**src/rtl/llrx_pkg.sv**
```systemverilog
package llrx_pkg;

    localparam int NSTATE = 8;
    localparam int NTRANS = 2 * NSTATE;
    localparam int CORR_IDX_W = 4;

    // Correction term of ln(1 + e^-d) in quarter units, d in quarter units.
    function automatic logic [1:0] corr_value(input logic [CORR_IDX_W-1:0] d);
        logic [1:0] c;
        if (d == 4'd0)
            c = 2'd3;
        else if (d <= 4'd3)
            c = 2'd2;
        else if (d <= 4'd8)
            c = 2'd1;
        else
            c = 2'd0;
        return c;
    endfunction

endpackage

```
**src/rtl/llrx_maxstar.sv**
```systemverilog
module llrx_maxstar
    import llrx_pkg::*;
#(
    parameter int W = 14
) (
    input  logic                use_corr,
    input  logic signed [W-1:0] a,
    input  logic signed [W-1:0] b,
    output logic signed [W-1:0] y
);

    logic signed [W:0]         diff;
    logic        [W:0]         mag;
    logic [CORR_IDX_W-1:0]     idx;
    logic signed [W-1:0]       larger;
    logic [1:0]                cv;

    always_comb begin
        diff   = (W+1)'(a) - (W+1)'(b);
        mag    = diff[W] ? (W+1)'(-diff) : diff;
        idx    = (mag > (W+1)'(15)) ? 4'd15 : mag[CORR_IDX_W-1:0];
        larger = diff[W] ? b : a;
        cv     = use_corr ? corr_value(idx) : 2'd0;
        y      = larger - {{(W-2){1'b0}}, cv};
    end

endmodule

```
**src/rtl/llrx_path_sum.sv**
```systemverilog
module llrx_path_sum
    import llrx_pkg::*;
#(
    parameter int W_SM = 12,
    parameter int W_BM = 10,
    parameter int W_S  = 14,
    parameter int BIT  = 0
) (
    input  logic [NSTATE*W_SM-1:0] alpha_in,
    input  logic [NSTATE*W_SM-1:0] beta_in,
    input  logic [NTRANS*W_BM-1:0] gamma_in,
    output logic [NSTATE*W_S-1:0]  sums
);

    for (genvar s = 0; s < NSTATE; s++) begin : g_state
        localparam int TR = 2 * s + BIT;
        localparam int NX = TR % NSTATE;
        assign sums[s*W_S +: W_S] = W_S'($signed(alpha_in[s*W_SM +: W_SM]))
                                  + W_S'($signed(gamma_in[TR*W_BM +: W_BM]))
                                  + W_S'($signed(beta_in[NX*W_SM +: W_SM]));
    end

endmodule

```
**src/rtl/llrx_tree_level.sv**
```systemverilog
module llrx_tree_level
    import llrx_pkg::*;
#(
    parameter int W = 14,
    parameter int N = 8
) (
    input  logic             clk,
    input  logic             rst_n,
    input  logic             en,
    input  logic             use_corr,
    input  logic [N*W-1:0]   d_in,
    output logic [N/2*W-1:0] q
);

    localparam int NO = N / 2;

    logic [NO*W-1:0] y_all;

    for (genvar k = 0; k < NO; k++) begin : g_node
        logic signed [W-1:0] y;
        llrx_maxstar #(.W(W)) u_node (
            .use_corr (use_corr),
            .a        (d_in[(2*k)*W +: W]),
            .b        (d_in[(2*k+1)*W +: W]),
            .y        (y)
        );
        assign y_all[k*W +: W] = y;
    end

    always_ff @(posedge clk or negedge rst_n) begin
        if (!rst_n)
            q <= '0;
        else if (en)
            q <= y_all;
    end

endmodule

```
**src/rtl/llrx_unit.sv**
```systemverilog
module llrx_unit
    import llrx_pkg::*;
#(
    parameter int W_SM  = 12,
    parameter int W_BM  = 10,
    parameter int W_LLR = 8
) (
    input  logic                     clk,
    input  logic                     rst_n,
    input  logic                     use_corr,
    input  logic                     in_valid,
    input  logic [NSTATE*W_SM-1:0]   alpha_in,
    input  logic [NSTATE*W_SM-1:0]   beta_in,
    input  logic [NTRANS*W_BM-1:0]   gamma_in,
    input  logic [W_LLR-1:0]         apri_llr,
    input  logic [W_LLR-1:0]         sys_llr,
    input  logic [W_LLR-1:0]         par_llr,
    output logic                     out_valid,
    output logic [W_LLR-1:0]         llr_out,
    output logic [W_LLR-1:0]         ext_out
);

    localparam int SW     = ((W_SM > W_BM) ? W_SM : W_BM) + 2;
    localparam int SIDE_W = W_LLR + 2;
    localparam int EW     = ((SW + 1 > SIDE_W) ? SW + 1 : SIDE_W) + 1;
    localparam logic signed [EW-1:0] LIM_HI = EW'((2 ** (W_LLR - 1)) - 1);
    localparam logic signed [EW-1:0] LIM_LO = -LIM_HI - EW'(1);

    logic [NSTATE*SW-1:0]   leaf  [2];
    logic [NSTATE/2*SW-1:0] lvl1  [2];
    logic [NSTATE/4*SW-1:0] lvl2  [2];
    logic signed [SW-1:0]   root  [2];

    logic                     v1, v2;
    logic signed [SIDE_W-1:0] side_c, side1, side2;
    logic signed [EW-1:0]     llr_full, ext_full;
    logic [W_LLR-1:0]         llr_sat, ext_sat;

    for (genvar u = 0; u < 2; u++) begin : g_bit
        llrx_path_sum #(.W_SM(W_SM), .W_BM(W_BM), .W_S(SW), .BIT(u)) u_sum (
            .alpha_in (alpha_in),
            .beta_in  (beta_in),
            .gamma_in (gamma_in),
            .sums     (leaf[u])
        );
        llrx_tree_level #(.W(SW), .N(NSTATE)) u_l1 (
            .clk      (clk),
            .rst_n    (rst_n),
            .en       (in_valid),
            .use_corr (use_corr),
            .d_in     (leaf[u]),
            .q        (lvl1[u])
        );
        llrx_tree_level #(.W(SW), .N(NSTATE/2)) u_l2 (
            .clk      (clk),
            .rst_n    (rst_n),
            .en       (v1),
            .use_corr (use_corr),
            .d_in     (lvl1[u]),
            .q        (lvl2[u])
        );
        llrx_maxstar #(.W(SW)) u_root (
            .use_corr (use_corr),
            .a        (lvl2[u][0 +: SW]),
            .b        (lvl2[u][SW +: SW]),
            .y        (root[u])
        );
    end

    // Side information summed at entry and carried with the tree.
    assign side_c = SIDE_W'($signed(apri_llr)) + SIDE_W'($signed(sys_llr))
                  + SIDE_W'($signed(par_llr));

    always_ff @(posedge clk or negedge rst_n) begin
        if (!rst_n) begin
            v1    <= 1'b0;
            v2    <= 1'b0;
            side1 <= '0;
            side2 <= '0;
        end else begin
            v1 <= in_valid;
            v2 <= v1;
            if (in_valid)
                side1 <= side_c;
            if (v1)
                side2 <= side1;
        end
    end

    always_comb begin
        llr_full = EW'(root[1]) - EW'(root[0]);
        ext_full = llr_full - EW'(side2);

        if (llr_full > LIM_HI)
            llr_sat = {1'b0, {(W_LLR-1){1'b1}}};
        else if (llr_full < LIM_LO)
            llr_sat = {1'b1, {(W_LLR-1){1'b0}}};
        else
            llr_sat = llr_full[W_LLR-1:0];

        if (ext_full > LIM_HI)
            ext_sat = {1'b0, {(W_LLR-1){1'b1}}};
        else if (ext_full < LIM_LO)
            ext_sat = {1'b1, {(W_LLR-1){1'b0}}};
        else
            ext_sat = ext_full[W_LLR-1:0];
    end

    always_ff @(posedge clk or negedge rst_n) begin
        if (!rst_n) begin
            out_valid <= 1'b0;
            llr_out   <= '0;
            ext_out   <= '0;
        end else begin
            out_valid <= v2;
            if (v2) begin
                llr_out <= llr_sat;
                ext_out <= ext_sat;
            end
        end
    end

endmodule

```
**config.mk**
```make
export PLATFORM = sky130hd
export DESIGN_NAME = llrx_unit
export DESIGN_NICKNAME = d
export VERILOG_FILES = /design/src/rtl/llrx_pkg.sv /design/src/rtl/llrx_maxstar.sv /design/src/rtl/llrx_path_sum.sv /design/src/rtl/llrx_tree_level.sv /design/src/rtl/llrx_unit.sv
export SDC_FILE = /design/constraint.sdc
export NUM_CORES = 2
export LEC_CHECK = 0
export BUFFER_PORTS_ARGS = -buffer_cell sky130_fd_sc_hd__buf_4
export CAP_MARGIN = 20
export CORE_MARGIN = 2
export CORE_UTILIZATION = 60
export DETAILED_ROUTE_END_ITERATION = 7
export GPL_ROUTABILITY_DRIVEN = 1
export PLACE_DENSITY = 0.81
export SLEW_MARGIN = 20
export SYNTH_ARGS = -nofsm -noshare
export SYNTH_HDL_FRONTEND = slang
export SYNTH_SLANG_ARGS = --single-unit
```
**constraint.sdc**
```tcl
create_clock -name clk -period 9.7 [get_ports clk]
set_clock_uncertainty 0.2 [all_clocks]
set_input_delay 1.94 -clock clk [delete_from_list [all_inputs] [get_ports clk]]
set_output_delay 1.94 -clock clk [all_outputs]
set_load 0.01 [all_outputs]
```
==> results by group <==
Cells and area
  – Final core occ: 0.6679
  – Area Overhead vs Synth: 10.76%
  – Fillers: 6,430
  – Nets: between 7,000 and 8,000
  – Design Area, Final: slightly below 50,000 um^2
  – Most frequent cells in the layout: nor2_1, ha_1, buf_4, a21oi_1, inv_1
  – Area of the multi-input gates: ~38,000 um^2
  – Ratio of cells with drive above 1 in the final layout: 0.1106
  – Reg area: 5184 um^2
  – Most common cell after layout, fill and taps aside: nor2_1

Yosys
  – Synth Net Count: 6,752
  – Seq/Total Area, Yosys: 0.1160
  – FF+latch count, synth: ~210
  – Synth Instances: around 5,700
  – Post-Syn Area: between 40,000 and 50,000 um^2
  – Yosys warns: 0
  – Post-synthesis async set-or-reset flop share: 1.000
  – Distinct cell type count after synthesis: between 100 and 150
  – Syn avg cell area: between 7 and 8 um^2
  – Number of flops mapped to enable cells by yosys: 0
  – Ys flop type: dfrtp_1

GRT
  – Global routing usage on met2: 0.5959
  – Vias in the first global route: 41,590
  – First-pass GRT wire length: 227.8 mm
  – GRT Resource Usage Total: 0.3675
  – Initial antenna violation count: 7
  – Grt peak-use layer: met2
  – Largest net degree at the start of global routing: 110
  – Met1 Use GR: 0.4944
  – Overflow after GRT: 0
  – GR Util met3: 0.05669

Timing
  – Setup_tns: 0 ns
  – Final min period: between 9 and 10 ns
  – Finish-stage setup viols: 0
  – Fin. Hold Viols: 0
  – Pins over their slew limit: 0
  – Fmax: approximately 110 MHz
  – RSZ-0062 raised after global routing: no
  – WHS: just over 0.3 ns
  – Worst rel slew slack: 0.3705
  – Worst Max-Slew Pin Slew: between 0.9 and 1 ns
  – Tcrit/Tclk final: 0.9299

Worst setup path
  – Worst EP arrival: about 9.3 ns
  – Worst-path maximum fanout: 5
  – CP required: ~10 ns
  – Crit path max-delay cell type: or4b_2
  – Internal reg-to-reg setup slack: around 0.74 ns
  – CP Launch Type: input port
  – Critical path class: input port to register
  – Nature of the critical path endpoint: register
  – Max incr delay on CP: just over 0.6 ns

Routing
  – Vias: around 45,000
  – Pre-Repair DR Iteration Count: 6
  – Antenna Nets Post-Route: 0
  – Wirelength, routed: between 100 and 150 mm
  – 1st-iter DRT viols: approximately 3,600
  – Vias per cell: ~6.4
  – DRC: 0
  – Drt wl/cell: 20.98 um

Outcome
  – Outcome: finished, final reports clean

Die
  – Die Span Y: roughly 280 um
  – Die width: roughly 280 um
  – Initial Utilization: 0.6030
  – Core Box Area: ~74,000 um^2
  – Die area: 76,640 um^2
  – Num rows: 100
  – I/O pin cnt: around 400

Clocking
  – Root buf cell: clkbuf_16
  – Post-CTS Resized: 0
  – Setup Fix Bufs, Post-CTS: 0
  – Clk buf depth: 3
  – Worst-path clk slew: ~0.060 ns
  – Total CTS buffers: 25
  – Sink Count: 207
  – CTS tree: yes
  – CTS H-tree lvls: 1
  – Clock latency on the worst-skew pair: just under 0.6 ns
  – Hold_buf cts: 0

Hold path
  – HP Class: register to register

Job
  – Max Cap Viol: 0

Place
  – Placed cell areas: a little under 50,000 um^2
  – Dpl hpwl: between 100 and 150 mm
  – Gpl congestion: around 1.1
  – I/O Buffers: 396
## worst max-delay path, delay by kind of cell
kind / cells / cell delay, ns
AO/OA/AOI/OAI: 10 / 2.80
adder cells (fa/ha/maj): 6 / 2.14
AND/OR/NAND/NOR: 8 / 1.60
buffers and inverters: 3 / 0.37
multiplexers: 1 / 0.33
XOR/XNOR: 1 / 0.13
## cell type report
type | instances | share of cell area
clock buffers | 35 | 0.01421
flip-flops and latches | 207 | 0.1048
diodes | 2 | 0.0001012
clock inverters | 10 | 0.002681
repair buffers | 444 | 0.06760
multi-input cells | 4922 | 0.7583
inverters | 366 | 0.02777
well taps | 969 | 0.02451
## sequential cells by signal, indices dropped and copies added, names as in the netlist
register,flops
g_bit.u_l1.q,112
g_bit.u_l2.q,56
side1,10
out_valid,1
side2,10
v1,1
v2,1
llr_out,8
ext_out,8
## through the flow
| step | std cells | setup WS (ns) |
|---|---|---|
| after floorplan | 5658 | 0.5062 |
| after global placement | 6908 | 0.1570 |
| after detailed placement | 6908 | 0.03164 |
| after CTS | 6953 | 0.5432 |
| after global routing | 6954 | 0.01621 |
| final | 6955 | 0.6797 |
## metal layers
layer | routed length (um) | vias up | part of all wire
li1 | - | 21360 | -
met1 | 62540 | 21250 | 0.43
met2 | 65540 | 1758 | 0.45
met3 | 11400 | 301 | 0.078
met4 | 6401 | 6 | 0.044
met5 | 40 | - | 0.00027
## cell families after synthesis
logic type,after synthesis,share of synthesized area
AOI/OAI and AO/OA,1664,0.2467
muxes,182,0.04272
and+or+nand+nor,1830,0.2030
adders and majority gates,714,0.2415
DFF,207,0.1160
buffers and inverters,529,0.04577
xor gates and xnor gates,532,0.1043
## cell usage after synthesis, types with 27 or more instances
| library cell | n | area, um^2 |
|---|---|---|
| and3_1 | 50 | 312.8 |
| nand3_1 | 165 | 825.8 |
| o22ai_1 | 35 | 219.0 |
| nand4_1 | 47 | 294.0 |
| o2111ai_1 | 27 | 236.5 |
| or2_2 | 41 | 256.5 |
| a21o_1 | 117 | 878.3 |
| ha_1 | 467 | 5843 |
| xor2_1 | 210 | 1839 |
| o31ai_1 | 42 | 315.3 |
| nor2b_1 | 64 | 400.4 |
| and2_1 | 40 | 250.2 |
| dfrtp_1 | 207 | 5180 |
| a21oi_1 | 421 | 2107 |
| inv_1 | 365 | 1370 |
| clkbuf_1 | 136 | 510.5 |
| nand2_1 | 359 | 1348 |
| nor3_1 | 198 | 991.0 |
| o21ai_0 | 353 | 1767 |
| o21bai_1 | 47 | 352.8 |
| xnor2_1 | 322 | 2820 |
| nor3b_1 | 30 | 225.2 |
| o21a_1 | 92 | 690.7 |
| or3_1 | 47 | 294.0 |
| mux2_2 | 69 | 777.0 |
| nand2b_1 | 68 | 425.4 |
| nor4_1 | 57 | 356.6 |
| fa_1 | 247 | 4945 |
| o211ai_1 | 55 | 412.9 |
| mux2i_1 | 113 | 1131 |
| a31oi_1 | 63 | 394.1 |
| nor2_1 | 540 | 2027 |
| a211oi_1 | 69 | 518.0 |
## path summary, 6_finish.rpt
| check | startpoint | cells after the start | to |
|---|---|---|---|
| setup / recovery | alpha_in[61] | 29 | g_bit[1].u_l1.q[36]$_DFFE_PN0P_ |
| hold / removal | side1[2]$_DFFE_PN0P_ | 2 | side1[2]$_DFFE_PN0P_ |
| setup reg to reg | g_bit[1].u_l2.q[0]$_DFFE_PN0P_ | 39 | ext_out[4]$_DFFE_PN0P_ |
| hold reg to reg | side1[2]$_DFFE_PN0P_ | 2 | side1[2]$_DFFE_PN0P_ |
| max in group asynchronous | rst_n | 3 | g_bit[1].u_l1.q[19]$_DFFE_PN0P_ |
| min in group asynchronous | rst_n | 1 | g_bit[1].u_l1.q[37]$_DFFE_PN0P_ |
Power is not shown: default switching activity piles up to over one toggle a cycle in this logic, so the estimate is an artifact.
